<file path="src/rtl/bgate_pkg.sv">
package bgate_pkg;
    typedef enum logic {
        CH_IDLE = 1'b0,
        CH_LIVE = 1'b1
    } ch_state_e;

    typedef enum logic {
        DR_CLEAR   = 1'b0,
        DR_PENDING = 1'b1
    } dr_state_e;

    localparam int unsigned REG_CHAN    = 0;
    localparam int unsigned REG_DEACT   = 1;
    localparam int unsigned CH_BIT_TOP  = 3;  // B1 control bit, B2 sits one below
    localparam int unsigned DEACT_BIT   = 2;
    localparam int unsigned INFO_NT_DATA = 4;
    localparam int unsigned INFO_TE_DATA = 3;
endpackage

</file>
<file path="src/rtl/bgate_regs.sv">
module bgate_regs
    import bgate_pkg::*;
#(
    parameter int unsigned NUM_CH = 2,
    parameter int unsigned ADDR_W = 2,
    parameter int unsigned DATA_W = 8
) (
    input  logic              clk,
    input  logic              rst_n,
    input  logic              sw_rst,
    input  logic [ADDR_W-1:0] reg_addr,
    input  logic              reg_wr,
    input  logic [DATA_W-1:0] reg_wdata,
    input  logic              deact_state,
    output logic [DATA_W-1:0] reg_rdata,
    output logic [NUM_CH-1:0] chan_bits,
    output logic              deact_set
);
    logic [NUM_CH-1:0] chan_q;
    logic              hit_chan;
    logic              hit_deact;

    always_comb begin
        hit_chan  = (reg_addr == ADDR_W'(REG_CHAN));
        hit_deact = (reg_addr == ADDR_W'(REG_DEACT));
    end

    always_ff @(posedge clk or negedge rst_n) begin
        if (!rst_n) begin
            chan_q <= '0;
        end else if (sw_rst) begin
            chan_q <= '0;
        end else if (reg_wr && hit_chan) begin
            for (int k = 0; k < NUM_CH; k++) begin
                chan_q[k] <= reg_wdata[CH_BIT_TOP-k];
            end
        end
    end

    always_comb begin
        deact_set = reg_wr && hit_deact && reg_wdata[DEACT_BIT];
    end

    always_comb begin
        reg_rdata = '0;
        if (hit_chan) begin
            for (int k = 0; k < NUM_CH; k++) begin
                reg_rdata[CH_BIT_TOP-k] = chan_q[k];
            end
        end else if (hit_deact) begin
            reg_rdata[DEACT_BIT] = deact_state;
        end
    end

    assign chan_bits = chan_q;
endmodule

</file>
<file path="src/rtl/bgate_deact_fsm.sv">
module bgate_deact_fsm
    import bgate_pkg::*;
(
    input  logic clk,
    input  logic rst_n,
    input  logic sw_rst,
    input  logic is_nt,
    input  logic set_req,
    input  logic ack,
    output logic req
);
    dr_state_e state_q;
    dr_state_e state_d;

    always_ff @(posedge clk or negedge rst_n) begin
        if (!rst_n) begin
            state_q <= DR_CLEAR;
        end else if (sw_rst) begin
            state_q <= DR_CLEAR;
        end else begin
            state_q <= state_d;
        end
    end

    always_comb begin
        state_d = state_q;
        unique case (state_q)
            DR_CLEAR: begin
                if (set_req && is_nt && !ack) begin
                    state_d = DR_PENDING;
                end
            end
            DR_PENDING: begin
                if (ack || !is_nt) begin
                    state_d = DR_CLEAR;
                end
            end
            default: state_d = DR_CLEAR;
        endcase
    end

    always_comb begin
        req = (state_q == DR_PENDING);
    end
endmodule

</file>
<file path="src/rtl/bgate_chan_fsm.sv">
module bgate_chan_fsm
    import bgate_pkg::*;
#(
    parameter int unsigned OCT_W = 8
) (
    input  logic             clk,
    input  logic             rst_n,
    input  logic             sw_rst,
    input  logic             strobe,
    input  logic             allow,
    input  logic [OCT_W-1:0] oct_in,
    output logic [OCT_W-1:0] oct_out
);
    localparam logic [OCT_W-1:0] IDLE_OCT = {OCT_W{1'b1}};

    ch_state_e        state_q;
    ch_state_e        state_d;
    logic [OCT_W-1:0] data_q;

    always_ff @(posedge clk or negedge rst_n) begin
        if (!rst_n) begin
            state_q <= CH_IDLE;
            data_q  <= IDLE_OCT;
        end else if (sw_rst) begin
            state_q <= CH_IDLE;
            data_q  <= IDLE_OCT;
        end else begin
            state_q <= state_d;
            if (strobe) begin
                data_q <= oct_in;
            end
        end
    end

    always_comb begin
        state_d = state_q;
        unique case (state_q)
            CH_IDLE: begin
                if (strobe && allow) begin
                    state_d = CH_LIVE;
                end
            end
            CH_LIVE: begin
                if (strobe && !allow) begin
                    state_d = CH_IDLE;
                end
            end
            default: state_d = CH_IDLE;
        endcase
    end

    always_comb begin
        oct_out = (state_q == CH_LIVE) ? data_q : IDLE_OCT;
    end
endmodule

</file>
<file path="src/rtl/bchan_gate.sv">
module bchan_gate
    import bgate_pkg::*;
#(
    parameter int unsigned NUM_CH = 2,
    parameter int unsigned OCT_W  = 8,
    parameter int unsigned ADDR_W = 2,
    parameter int unsigned DATA_W = 8,
    parameter int unsigned INFO_W = 3
) (
    input  logic                      clk,
    input  logic                      rst_n,
    input  logic                      sw_rst,
    input  logic                      is_nt,
    input  logic [INFO_W-1:0]         tx_info,
    input  logic [ADDR_W-1:0]         reg_addr,
    input  logic                      reg_wr,
    input  logic [DATA_W-1:0]         reg_wdata,
    output logic [DATA_W-1:0]         reg_rdata,
    input  logic                      deact_ack,
    output logic                      deact_req,
    input  logic                      oct_strobe,
    input  logic [NUM_CH*OCT_W-1:0]   tx_oct_in,
    output logic [NUM_CH*OCT_W-1:0]   tx_oct_out,
    input  logic [NUM_CH*OCT_W-1:0]   rx_oct_in,
    output logic [NUM_CH*OCT_W-1:0]   rx_oct_out
);
    logic [NUM_CH-1:0] chan_bits;
    logic [NUM_CH-1:0] chan_allow;
    logic              deact_set;
    logic              info_open;

    bgate_regs #(
        .NUM_CH(NUM_CH),
        .ADDR_W(ADDR_W),
        .DATA_W(DATA_W)
    ) u_regs (
        .clk        (clk),
        .rst_n      (rst_n),
        .sw_rst     (sw_rst),
        .reg_addr   (reg_addr),
        .reg_wr     (reg_wr),
        .reg_wdata  (reg_wdata),
        .deact_state(deact_req),
        .reg_rdata  (reg_rdata),
        .chan_bits  (chan_bits),
        .deact_set  (deact_set)
    );

    bgate_deact_fsm u_deact (
        .clk    (clk),
        .rst_n  (rst_n),
        .sw_rst (sw_rst),
        .is_nt  (is_nt),
        .set_req(deact_set),
        .ack    (deact_ack),
        .req    (deact_req)
    );

    always_comb begin
        if (is_nt) begin
            info_open = (tx_info == INFO_W'(INFO_NT_DATA));
        end else begin
            info_open = (tx_info == INFO_W'(INFO_TE_DATA));
        end
    end

    for (genvar g = 0; g < NUM_CH; g++) begin : g_chan
        always_comb begin
            chan_allow[g] = info_open && (is_nt ? !chan_bits[g] : chan_bits[g]);
        end

        bgate_chan_fsm #(
            .OCT_W(OCT_W)
        ) u_chan (
            .clk    (clk),
            .rst_n  (rst_n),
            .sw_rst (sw_rst),
            .strobe (oct_strobe),
            .allow  (chan_allow[g]),
            .oct_in (tx_oct_in[g*OCT_W +: OCT_W]),
            .oct_out(tx_oct_out[g*OCT_W +: OCT_W])
        );
    end

    assign rx_oct_out = rx_oct_in;
endmodule

</file>
<file path="config.mk">
export PLATFORM = sky130hd
export DESIGN_NAME = bchan_gate
export DESIGN_NICKNAME = d
export VERILOG_FILES = /design/src/rtl/bgate_pkg.sv /design/src/rtl/bgate_regs.sv /design/src/rtl/bgate_deact_fsm.sv /design/src/rtl/bgate_chan_fsm.sv /design/src/rtl/bchan_gate.sv
export SDC_FILE = /design/constraint.sdc
export NUM_CORES = 1
export LEC_CHECK = 0
export BUFFER_PORTS_ARGS = -buffer_cell sky130_fd_sc_hd__buf_2
export CAP_MARGIN = 20
export CORE_UTILIZATION = 40
export CTS_BUF_LIST = sky130_fd_sc_hd__clkbuf_8
export DETAILED_ROUTE_END_ITERATION = 6
export PLACE_DENSITY = 0.9
export REMOVE_ABC_BUFFERS = 1
export SYNTH_ARGS = -nofsm -noshare
export SYNTH_HDL_FRONTEND = slang
export SYNTH_SLANG_ARGS = --single-unit
</file>
<file path="constraint.sdc">
create_clock -name clk -period 2.2 [get_ports clk]
set_input_delay 0.33 -clock clk [delete_from_list [all_inputs] [get_ports clk]]
set_output_delay 0.33 -clock clk [all_outputs]
set_load 0.02 [all_outputs]
</file>
Word level (Yosys, flattened, before mapping)
Index checks and enable logic that the tools add are counted. Widths: inputs -> output; s select.

Register bits after elaboration: 21. Logic and storage cells: 59.

Equality and inequality tests: 3. Muxes and demuxes: 26. Bitwise gates (word level): 3. Reductions and logical operators: 21.

Operators with widths (count): $mux 8 (6); $mux 1 (15); $logic_and 1x1->1 (11); $logic_not 1->1 (6); $pmux 1 s2 (3); $mux 2 (2); $reduce_bool 2->1 (2); $eq 3x2->1 const B (1); $eq 3x3->1 const B (1); $not 1->1 (3); $eq 2x1->1 const B (1); $logic_not 2->1 (1); $logic_or 1x1->1 (1).

Logic depth before layout (Yosys ltp)
Depth after elaboration: 8. Depth in mapped cells: 3. Gate-level depth less buffers: 3.

By module
From an unflattened synthesis, not the netlist that was laid out.

Cell total of the unflattened synthesis: 117. Area total of the unflattened synthesis: 1272.5 um2.

By module, submodules not included: bgate_chan_fsm (instances 2, cells each 37, area an instance 435.4 um2, seq. area each 235.2 um2); bgate_regs (instances 1, cells each 20, area an instance 195.2 um2, seq. area each 50.0 um2); bchan_gate (instances 1, cells each 20, area an instance 162.7 um2, seq. area each 0.0 um2); bgate_deact_fsm (instances 1, cells each 3, area an instance 43.8 um2, seq. area each 25.0 um2).

Worst setup path before layout
No wires, ideal clock.

Path kind: register to output. From: register u_regs.chan_q[0], in the netlist u_regs.chan_bits[0]. To: output port reg_rdata[3]. Arrival: 0.892 ns. Data required time: 1.870 ns. Setup slack: 0.978 ns. Cell stages (with the launch flop): 2. Path buffers: 0. Cell sequence: dfrtp_1 nor3b_1.

Cells in the longest elaborated chain, start to end: 1.

Ends and longest elaborated chain: start: declaration (line bgate_regs.sv:19) `logic [NUM_CH-1:0] chan_q;`; start signal: indexed assignment (line bgate_regs.sv:35) `chan_q[k] <= reg_wdata[CH_BIT_TOP-k];`; $mux 1 (line bgate_regs.sv:46) `if (hit_chan) begin`; end: declaration (line bchan_gate.sv:18) `output logic [DATA_W-1:0] reg_rdata,`.

Every way passes these cells.

Final worst setup path
From: register g_chan[0].u_chan.state_q. To: output port tx_oct_out[3].

Cells in the longest elaborated chain, start to end: 1.

Ends and longest elaborated chain: start: declaration (line bgate_chan_fsm.sv:16) `ch_state_e state_q;`; start signal: assignment (line bgate_chan_fsm.sv:28) `state_q <= state_d;`; $mux 8 (line bgate_chan_fsm.sv:53) `oct_out = (state_q == CH_LIVE) ? data_q : IDLE_OCT;`; end: declaration (line bchan_gate.sv:23) `output logic [NUM_CH*OCT_W-1:0] tx_oct_out,`.

Every way passes these cells.

==> results.sh <==
export IMPL_die_area_sq_um=3370
export IMPL_crit_required_ns=1.87
export IMPL_h_tree_depth=1
export IMPL_violations="design-rule violations"
export IMPL_finalSetupTns_ns=0
export IMPL_place_area_sq_um=1350
export IMPL_finalNetCount=200
export IMPL_period_minus_slack_ns=1.38
export IMPL_root_buffer="clkbuf_8"
export IMPL_die_height_um=58.0
export IMPL_arrival_ns=1.05
export IMPL_core_area_sq_um=2850
export IMPL_crit_path_end_kind="primary output"
export IMPL_design_area_sq_um=1390
export IMPL_rsz0062_at_grt="false"
export IMPL_cap_violations=0
export IMPL_p_per_area_nw_per_um2=563
export IMPL_fin_crit_sh=0.628
export IMPL_cts_setup_buffers=0
export IMPL_cts_resized_gates=0
export IMPL_antenna_found_initial=0
export IMPL_crit_slowest_cell="dfrtp_1"
export IMPL_initial_core_util=0.440
export IMPL_synthFlopType="dfstp_2"
export IMPL_drt_iter0_drc=20
export IMPL_syn_inst=117
export IMPL_path_clk_slew_ns=0.07
export IMPL_clock_skew_ns=0.000585
export IMPL_via_count=936
export IMPL_portBuffers=48
export IMPL_wl_per_cell_um=14.7
export IMPL_clock_sinks=21
export IMPL_relSlewSlack=0.615
export IMPL_worst_pin_slew_ns=0.578
export IMPL_p_leak_nw=0.611
export IMPL_clk_path_buf_depth=2
export IMPL_fmax_mhz=724
export IMPL_multiInputGateArea_sq_um=519
export IMPL_gp_congestion=0.672
export IMPL_rows=19
export IMPL_firstDrtPassIters=6
export IMPL_grtUsageTotal=0.159
export IMPL_hold_buffers=0
export IMPL_num_antenna_cells=0
export IMPL_grt_pass1_vias=871
export IMPL_path_delay_family="flip-flops"
export IMPL_synth_top_area_share=0.335
export IMPL_dp_hpwl_mm=1.98
export IMPL_drv_slew=0
export IMPL_path_cells="nand2b_1 > buf_2"
export IMPL_yosysUniqueCellTypes=20
export IMPL_synthTopCellsByCount="buf_4 (23), nand2b_1 (17), a211o_1 (16), dfstp_2 (16), nor2b_1 (13)"
export IMPL_final_cells=178
export IMPL_yosysTopAreaCell="dfstp_2"
export IMPL_synth_edf_count=0
export IMPL_synth_area_top_cells="dfstp_2 (33%), buf_4 (14%), a211o_1 (11%)"
export IMPL_setup_viol=0
export IMPL_avgSynthCellArea_sq_um=10.7
export IMPL_cts_buffers=3
export IMPL_synthArstFlopShare=1.00
export IMPL_placedCellCount=174
export IMPL_crit_type="flip-flop to primary output"
export IMPL_cts_tree="done"
export IMPL_die_w_um=58.0
export IMPL_drc=3
export IMPL_ir_drop_uv=316
export IMPL_syn_area_sq_um=1250
export IMPL_worst_path_buf_inv=1
export IMPL_drtAntennaViolNets=0
export IMPL_via_per_inst=5.26
export IMPL_grt_pass1_wl_mm=4.03
export IMPL_yosysMostFrequentCell="buf_4"
export IMPL_clock_latency_ns=0.25
export IMPL_routed_wirelength_mm=2.62
export IMPL_grt_ovfl_total=0
export IMPL_crit_fanout=9
export IMPL_p_total_uw=784
export IMPL_drive_above_1_share=0.476
export IMPL_ys_ff_latch=21
export IMPL_regArea_sq_um=546
export IMPL_hold_viol_final=0
export IMPL_yosysSeqAreaShare=0.435
export IMPL_synth_warnings=0
export IMPL_status="finished with violations"
export IMPL_grt_max_degree=36
export IMPL_area_growth_pct=11.0
export IMPL_fillers=269
export IMPL_ios=93
export IMPL_hp_class="input port to async pin"
export IMPL_slowest_delay_ns=0.52
export IMPL_crit_path_start_kind="flip-flop"
==> logic make-up after synthesis <==
family	after synthesis	synth area share
buf+inv	28	0.167
compound gates	19	0.135
other cells	1	0.00299
simple gates	45	0.237
mux	3	0.0239
flops	21	0.435
==> per-layer routing <==
| metal | up-vias | track usage | part of all wire |
|---|---|---|---|
| li1 | 432 | - | - |
| met1 | 447 | 0.178 | 0.38 |
| met2 | 55 | 0.241 | 0.49 |
| met3 | 2 | 0.107 | 0.13 |
| met4 | 0 | 0.0408 | 0.0031 |
| met5 | - | 0.0794 | 0 |
==> registers in the layout, summed over array words and instances (netlist names) <==
| signal | count |
|---|---|
| g_chan.u_chan.data_q | 16 |
| g_chan.u_chan.state_q | 2 |
| u_deact.req | 1 |
| u_regs.chan_bits | 2 |
==> cells in the final DEF, fill, tap and decap left out <==
master     instances
nor2_2             1
dfstp_2           16
clkbuf_8           3
nor3b_2            2
and2b_1            3
inv_1              2
a211o_1           16
conb_1             6
a41oi_1            1
a221o_1            2
nor3b_1            1
nand2b_1          17
buf_2             48
nand4bb_1          2
dfrtp_1            5
nor2_1             3
nor3_1             3
mux2i_1            3
nor2b_1           13
==> path summary, 6_finish.rpt <==
path | from | to | slack [ns] | cells after the start
hold / removal | rst_n | u_regs.chan_bits[1] | 0.01 | 1
hold reg to reg | u_regs.chan_bits[0] | g_chan[0].u_chan.state_q | 0.59 | 1
setup / recovery | g_chan[0].u_chan.state_q | tx_oct_out[3] | 0.82 | 2
setup reg to reg | g_chan[0].u_chan.state_q | g_chan[0].u_chan.state_q | 1.24 | 1
max in group asynchronous | rst_n | g_chan[0].u_chan.data_q[0] | 1.85 | 1
min in group clk | deact_ack | u_deact.req | 0.23 | 2
==> per-stage QoR <==
| stage | setup slack (ns) | hold slack [ns] | util |
|---|---|---|---|
| after global placement | 0.811 | 0.297 | 0.472 |
| final | 0.819 | 0.0128 | 0.488 |
| after detailed placement | 0.778 | 0.310 | 0.472 |
| after CTS | 0.798 | 0.0337 | 0.488 |
| after floorplan | 0.978 | 0.0344 | - |
| after global routing | 0.743 | 0.0382 | 0.488 |
==> power by group <==
group	switching [mW]	internal, mW	total [mW]
Sequential	0.0103	0.422	0.433
Clock	0.112	0.124	0.236
Combinational	0.0598	0.0557	0.116
==> layout make-up <==
class	instances	area share
sequential	21	0.392
clock buffer	3	0.0296
multi-input combinational	73	0.373
timing repair buffer	48	0.173
clock inverter	1	0.00270
tap	31	0.0279
inverter	1	0.00270
Note: power is estimated with default switching activity, not from simulation.
